File: src/rtl/phy_cfg_pkg.sv
package phy_cfg_pkg;

    localparam int DATA_W = 32;
    localparam int HALF_W = DATA_W / 2;

    // field positions inside word 0x00
    localparam int FREQ_LSB   = 12;
    localparam int TAPEN_BIT  = 11;
    localparam int TAPSEL_LSB = 7;
    // field positions inside the power word
    localparam int PWR_BIT    = 0;
    localparam int DLLEN_BIT  = 1;
    localparam int DRIVE_LSB  = 4;
    // status bit positions
    localparam int CAL_BIT    = 6;
    localparam int DLLRDY_BIT = 5;

    typedef logic [HALF_W-1:0] half_t;

    typedef struct packed {
        logic [1:0] freq;
        logic       tap_en;
        logic [3:0] tap_sel;
        logic       pwr;
        logic       dll;
        logic [2:0] drive;
    } phy_fields_t;

    // lower half takes new data only where the upper half enables it
    function automatic half_t masked_merge(input half_t old, input logic [DATA_W-1:0] wd);
        half_t en;
        en = wd[DATA_W-1:HALF_W];
        return (old & ~en) | (wd[HALF_W-1:0] & en);
    endfunction

endpackage

File: src/rtl/phy_cfg_decode.sv
module phy_cfg_decode #(
    parameter int ADDR_W     = 8,
    parameter int NUM_CTRL   = 7,
    parameter int STATUS_OFS = 32
) (
    input  logic [ADDR_W-1:0]   addr,
    output logic [NUM_CTRL-1:0] sel,
    output logic                is_status
);
    localparam int WIDX_W = ADDR_W - 2;

    logic aligned;
    assign aligned   = (addr[1:0] == 2'b00);
    assign is_status = (addr == ADDR_W'(STATUS_OFS));

    for (genvar i = 0; i < NUM_CTRL; i++) begin : g_sel
        assign sel[i] = aligned && (addr[ADDR_W-1:2] == WIDX_W'(i));
    end
endmodule

File: src/rtl/phy_cfg_wreg.sv
module phy_cfg_wreg
    import phy_cfg_pkg::*;
#(
    parameter logic [15:0] RST_VAL = '0
) (
    input  logic              clk,
    input  logic              rst,
    input  logic              we,
    input  logic [DATA_W-1:0] wdata,
    output half_t             q
);
    always_ff @(posedge clk) begin
        if (rst)     q <= RST_VAL;
        else if (we) q <= masked_merge(q, wdata);
    end
endmodule

File: src/rtl/phy_cfg_readmux.sv
module phy_cfg_readmux
    import phy_cfg_pkg::*;
#(
    parameter int NUM_CTRL = 7
) (
    input  half_t [NUM_CTRL-1:0] regs,
    input  logic  [NUM_CTRL-1:0] sel,
    input  logic                 is_status,
    input  logic                 cal_done,
    input  logic                 dll_ready,
    output logic  [DATA_W-1:0]   value
);
    always_comb begin
        value = '0;
        for (int i = 0; i < NUM_CTRL; i++) begin
            if (sel[i]) value[HALF_W-1:0] = value[HALF_W-1:0] | regs[i];
        end
        if (is_status) begin
            value[CAL_BIT]    = cal_done;
            value[DLLRDY_BIT] = dll_ready;
        end
    end
endmodule

File: src/rtl/phy_cfg_regbank.sv
module phy_cfg_regbank
    import phy_cfg_pkg::*;
#(
    parameter int ADDR_W     = 8,
    parameter int NUM_CTRL   = 7,
    parameter int STATUS_OFS = 32,
    parameter int TAP_RST    = 4
) (
    input  logic              clk,
    input  logic              rst,
    input  logic              req_valid,
    input  logic              req_write,
    input  logic [ADDR_W-1:0] req_addr,
    input  logic [31:0]       req_wdata,
    output logic [31:0]       rd_data,
    input  logic              stat_cal_done,
    input  logic              stat_dll_ready,
    output logic [1:0]        freq_sel,
    output logic              tap_dly_en,
    output logic [3:0]        tap_dly_sel,
    output logic              pwr_release,
    output logic              dll_en,
    output logic [2:0]        drive_sel
);
    localparam int          CFG_IDX  = 0;
    localparam int          PWR_IDX  = NUM_CTRL - 1;
    localparam logic [15:0] CFG_RST  = 16'(TAP_RST) << TAPSEL_LSB;

    logic [NUM_CTRL-1:0] sel;
    logic                is_status;
    half_t [NUM_CTRL-1:0] regs;
    logic [DATA_W-1:0]   rd_value;
    logic                wr_acc, rd_acc;
    phy_fields_t         fields;

    assign wr_acc = req_valid &&  req_write;
    assign rd_acc = req_valid && !req_write;

    phy_cfg_decode #(
        .ADDR_W(ADDR_W), .NUM_CTRL(NUM_CTRL), .STATUS_OFS(STATUS_OFS)
    ) u_dec (
        .addr(req_addr), .sel(sel), .is_status(is_status)
    );

    for (genvar i = 0; i < NUM_CTRL; i++) begin : g_reg
        phy_cfg_wreg #(
            .RST_VAL((i == CFG_IDX) ? CFG_RST : 16'h0000)
        ) u_reg (
            .clk(clk), .rst(rst), .we(wr_acc && sel[i]),
            .wdata(req_wdata), .q(regs[i])
        );
    end

    phy_cfg_readmux #(.NUM_CTRL(NUM_CTRL)) u_rmux (
        .regs(regs), .sel(sel), .is_status(is_status),
        .cal_done(stat_cal_done), .dll_ready(stat_dll_ready),
        .value(rd_value)
    );

    always_ff @(posedge clk) begin
        if (rst)         rd_data <= '0;
        else if (rd_acc) rd_data <= rd_value;
    end

    always_comb begin
        fields.freq    = regs[CFG_IDX][FREQ_LSB +: 2];
        fields.tap_en  = regs[CFG_IDX][TAPEN_BIT];
        fields.tap_sel = regs[CFG_IDX][TAPSEL_LSB +: 4];
        fields.pwr     = regs[PWR_IDX][PWR_BIT];
        fields.dll     = regs[PWR_IDX][DLLEN_BIT];
        fields.drive   = regs[PWR_IDX][DRIVE_LSB +: 3];
    end

    assign freq_sel    = fields.freq;
    assign tap_dly_en  = fields.tap_en;
    assign tap_dly_sel = fields.tap_sel;
    assign pwr_release = fields.pwr;
    assign dll_en      = fields.dll;
    assign drive_sel   = fields.drive;
endmodule

File: config.mk
export PLATFORM = sky130hd
export DESIGN_NAME = phy_cfg_regbank
export DESIGN_NICKNAME = d
export VERILOG_FILES = /design/src/rtl/phy_cfg_pkg.sv /design/src/rtl/phy_cfg_decode.sv /design/src/rtl/phy_cfg_wreg.sv /design/src/rtl/phy_cfg_readmux.sv /design/src/rtl/phy_cfg_regbank.sv
export SDC_FILE = /design/constraint.sdc
export NUM_CORES = 1
export LEC_CHECK = 0
export BUFFER_PORTS_ARGS = -buffer_cell sky130_fd_sc_hd__buf_2
export CORE_ASPECT_RATIO = 0.6
export CORE_MARGIN = 1.5
export CORE_UTILIZATION = 62
export CTS_CLUSTER_SIZE = 20
export DETAILED_ROUTE_END_ITERATION = 10
export GPL_TIMING_DRIVEN = 0
export PLACE_DENSITY = 0.84
export SETUP_SLACK_MARGIN = 0.2
export SYNTH_ARGS = -nofsm -noshare
export SYNTH_HDL_FRONTEND = slang
export SYNTH_HIERARCHICAL = 1
export SYNTH_SLANG_ARGS = --single-unit
export TNS_END_PERCENT = 30
File: constraint.sdc
create_clock -name clk -period 5.35 [get_ports clk]
set_input_delay 1.07 -clock clk [delete_from_list [all_inputs] [get_ports clk]]
set_output_delay 1.07 -clock clk [all_outputs]
set_load 0.01 [all_outputs]
---- After elaboration in Yosys (flattened, before gate mapping) ----
Cells that the tools add are included.
word-level totals
  register bits ........................... 128
  memories ................................ 0
  memory bits (writable) .................. 0
  bits in latches ......................... 0
  bits in read-only memories .............. 0
  logic and storage cells ................. 64
  input bits .............................. 46
  output and inout bits ................... 44
cells by class
  bitwise operators ....................... 22
  div/mod/pow operators ................... 0
  multiply operators ...................... 0
  reductions and logical operators ........ 19
  add/sub/neg operators ................... 0
  eq/ne operators ......................... 7
  mux-type cells .......................... 8
  shifts and indexed selects .............. 0
  magnitude comparators ................... 0
operators by type and width
  cell                count
  $or 16x16->16       13
  $and 16x16->16      8
  $mux 16             7
  $eq 6x3->1 const B  3
  $logic_and 1x1->1   16
  $not 16->16         1
  $eq 6x2->1 const B  2
  $eq 8x6->1 const B  1
  $eq 6x1->1 const B  1
  $logic_not 6->1     1
  $logic_not 2->1     1
  $mux 2              1
  $logic_not 1->1     1

---- Longest topological paths before layout ----
  depth after elaboration ................. 16
  gate-level depth with buffers ........... 8
  gate-level depth less buffers ........... 7

---- Modules after synthesis ----
Netlist, hierarchy kept.
modules (own cells, without submodules)
  module                              sequential area each (um2)  cells an instance  times used  area an instance (um2)
  phy_cfg_wreg at g_reg[1].u_reg ...  320.3                       69                 6           710.7
  phy_cfg_regbank                     640.6                       154                1           1526.5
  phy_cfg_wreg at g_reg[0].u_reg      320.3                       68                 1           693.2
  phy_cfg_readmux                     0.0                         93                 1           669.4
  phy_cfg_decode                      0.0                         16                 1           108.9

---- Worst setup path before layout ----
OpenSTA, ideal clock, no wires.
  path type ............................... input to register
  start ................................... in req_addr[4]
  end ..................................... reg (tool-made name)
  path buffers ............................ 1
  data arrival time ....................... 2.948 ns
  library setup time ...................... 0.123 ns
  required time ........................... 5.227 ns
  stages on the path ...................... 6
  path slack .............................. 2.279 ns
  path through ............................ or4_4 nor4_1 and3_1 buf_6 a21bo_1 a21oi_2
RTL lines
  element          line                   source
  start, declared  phy_cfg_regbank.sv:13  input logic [ADDR_W-1:0] req_addr,

---- Worst setup path in the final report ----
  start ................................... in req_addr[4]
  end ..................................... reg rd_data[3]
on the way
  elaborated cells between the ends (all ways) .. 27
  those cells by class .................... eq/ne: 6; mux: 7; bitwise: 6; reduce/logical: 8
RTL lines
  element               line                   source
  $eq 6x2->1 *          phy_cfg_decode.sv:17   assign sel[i] = aligned && (addr[ADDR_W-1:2] == WIDX_W'(i));
  $logic_and 1x1->1 *   phy_cfg_decode.sv:17
  via sel[3]            phy_cfg_regbank.sv:29  logic [NUM_CTRL-1:0] sel;
  $mux 16 *             phy_cfg_readmux.sv:16  if (sel[i]) value[HALF_W-1:0] = value[HALF_W-1:0] | regs[i];
  $or 16x16->16         phy_cfg_readmux.sv:16
  $mux 16 *             phy_cfg_readmux.sv:16
  $or 16x16->16         phy_cfg_readmux.sv:16
  $mux 16 *             phy_cfg_readmux.sv:16
  $or 16x16->16         phy_cfg_readmux.sv:16
  $mux 16 *             phy_cfg_readmux.sv:16
  via rd_value[3]       phy_cfg_regbank.sv:32  logic [DATA_W-1:0] rd_value;
  end signal, assigned  phy_cfg_regbank.sv:62  else if (rd_acc) rd_data <= rd_value;
  end, declared         phy_cfg_regbank.sv:15  output logic [31:0] rd_data,
The timed path passes the listed nets; every way through them passes the cells marked *.
A chain may end at the register's enable or synchronous reset.

==> flow_metrics.env <==
export IMPL_synth_compound_area_share_pct=33.2
export IMPL_worstPathMaxFanout=10
export IMPL_core_area_sq_mm=0.0114
export IMPL_yosys_most_used_dff="dfxtp_1"
export IMPL_ys_types=30
export IMPL_hold_slack_ps=462
export IMPL_synth_area_sq_mm=0.00726
export IMPL_nFillCells=818
export IMPL_synth_seq_cells=144
export IMPL_drive_above_1_share_pct=28.7
export IMPL_dieArea_sq_mm=0.0124
export IMPL_layout_setup_ws_ps=1790
export IMPL_max_cap_violations=0
export IMPL_powerDensity_mw_per_mm2=286
export IMPL_tightest_slew_ps=1010
export IMPL_grt_pass1_wl_microns=36400
export IMPL_synthMuxAreaShare_pct=0.310
export IMPL_async_flop_share_pct=0
export IMPL_vias=6951
export IMPL_ios=90
export IMPL_nets=913
export IMPL_final_common_cell="dfxtp_1"
export IMPL_synth_top_family_by_area="compound AO/OA/AOI/OAI gates"
export IMPL_cts_buffers=17
export IMPL_finalHoldViolCount=0
export IMPL_synth_warning_count=6
export IMPL_gr_total_overflow=0
export IMPL_ctsRootBufferMaster="clkbuf_16"
export IMPL_setup_viol=0
export IMPL_cp_start_kind="input port"
export IMPL_antennaDiodeCount=0
export IMPL_htree_levels=4
export IMPL_synth_fa_ha_area_share_pct=0
export IMPL_required_ps=5710
export IMPL_worstSetupPathType="in2reg"
export IMPL_ys_seq_area_share_pct=39.7
export IMPL_netlist_instances=745
export IMPL_drt_initial_drc_count=1190
export IMPL_max_slew_margin_pct=32.0
export IMPL_yosys_area_share_xor_xnor_pct=0
export IMPL_place_gp_congestion=0.945
export IMPL_clk_path_buf_depth=2
export IMPL_final_cell_mix="dfxtp_1 (144), nand3_1 (127), buf_2 (106)"
export IMPL_syn_avg_cell_area_sq_um=9.75
export IMPL_clk_latency_ps=430
export IMPL_outcome="finished, final reports clean"
export IMPL_stdcell_count=1040
export IMPL_grt_start_max_net_pins=17
export IMPL_ir_worst_vdd_uv=229
export IMPL_hp_class="reg2reg"
export IMPL_crit_arrival_ps=3930
export IMPL_place_detailed_hpwl_microns=16000
export IMPL_leakage_uw=0.00323
export IMPL_first_global_vias=6734
export IMPL_end_kind="register"
export IMPL_ant_nets=0
export IMPL_cts_resized=0
export IMPL_port_buffer_count=88
export IMPL_fmax_mhz=281
export IMPL_die_h_microns=86.8
export IMPL_synth_edf_count=0
export IMPL_dp_cells=1008
export IMPL_die_x_microns=143
export IMPL_synthSimpleGateAreaFrac_pct=18.8
export IMPL_areaGrowthSynthToFinish_pct=17.9
export IMPL_final_min_period_over_clock_period_pct=66.6
export IMPL_cts_setup_buffers=0
export IMPL_antenna_found_initial=0
export IMPL_cts_tree="done"
export IMPL_wl_microns=24300
export IMPL_post_route_min_period_ps=3560
export IMPL_vias_per_cell=6.68
export IMPL_std_cell_rows=30
export IMPL_drc_errors=0
export IMPL_fin_tns_setup_ps=0
export IMPL_start_util_pct=63.9
export IMPL_skew_ps=9.02
export IMPL_routedWlPerCell_microns=23.3
export IMPL_slew_violations=0
export IMPL_first_pass_iters=9
export IMPL_dp_slack_ps=1260
export IMPL_clk_pin_slew_ps=60
export IMPL_cts_sinks=144
export IMPL_cts_hold_fix_buffers=0
export IMPL_rsz0062_at_grt="false"
export IMPL_gr_usage_all_layers_pct=39.3
## where the power goes
group          leakage [uW]  internal [uW]  switching [uW]
Clock              0.000282            731             484
Sequential          0.00116           1080            2.94
Combinational       0.00179           51.3             105
Total               0.00323           1860             592
## cell families after synthesis
group,Yosys count
mux,2
buf+inv,79
compound gates,304
simple gates,215
flops,144
other cells,1
## cells in the mapped netlist, types with 2 or more instances
| library cell | instances | share of area, % |
|---|---|---|
| nor4_1 | 2 | 0.17 |
| a22oi_1 | 32 | 3.3 |
| o21ai_1 | 32 | 2.2 |
| or4b_2 | 2 | 0.28 |
| and3_1 | 7 | 0.60 |
| a222oi_1 | 16 | 2.2 |
| mux2_2 | 2 | 0.31 |
| nand3_1 | 127 | 8.8 |
| buf_2 | 18 | 1.2 |
| nand4bb_1 | 32 | 5.0 |
| buf_6 | 24 | 3.7 |
| a21oi_2 | 45 | 5.4 |
| dfxtp_1 | 144 | 40 |
| a21bo_1 | 98 | 14 |
| a21oi_1 | 66 | 4.5 |
| a21bo_2 | 13 | 1.8 |
| nor3_1 | 2 | 0.14 |
| nand2b_1 | 33 | 2.8 |
| clkbuf_2 | 8 | 0.55 |
| clkbuf_1 | 11 | 0.57 |
| nor2_1 | 4 | 0.21 |
| buf_4 | 18 | 1.9 |
| or4_4 | 2 | 0.31 |
## path summary, 6_finish.rpt
kind / slack (ps) / cells after the start / from / end
hold / removal: 460 / 2 / rd_data[29] / rd_data[29]
setup / recovery: 1790 / 8 / req_addr[4] / rd_data[3]
setup reg to reg: 3920 / 5 / register / rd_data[6]
hold reg to reg: 460 / 2 / rd_data[29] / rd_data[29]
## per-stage QoR
step	total power, uW	utilization (%)	instance area, sq um
floorplan	1170	-	7320
global placement	1250	70.0	7960
detailed placement	1250	70.0	7960
CTS	2440	75.2	8550
global route	2500	75.3	8560
finish	2450	75.3	8560
## area by class of cell
cell class | count | area (sq um) | area share (%)
Timing Repair Buffer | 88 | 440 | 5.14
Buffer | 79 | 577 | 6.74
Clock inverter | 14 | 166 | 1.94
Clock buffer | 18 | 429 | 5.01
Tap cell | 160 | 200 | 2.34
Multi-Input combinational cell | 537 | 3860 | 45.1
Sequential cell | 144 | 2880 | 33.7
## worst max-delay path: stages
cell and delay, ps:
buf_2 120, or4_4 560, nor4_2 850, clkbuf_1 680, a22oi_1 230, nand3_1 190
nand4bb_1 120, o21ai_1 90
## per-layer routing
metal  GRT usage [%]  wire length [microns]  up-vias
met1            51.8                   9600     3246
met4            19.9                   1070        0
li1                -                      -     3025
met3            13.3                   3510      105
met2            57.5                  10100      575
met5               0                      0        -
(Power assumes the default switching activity.)
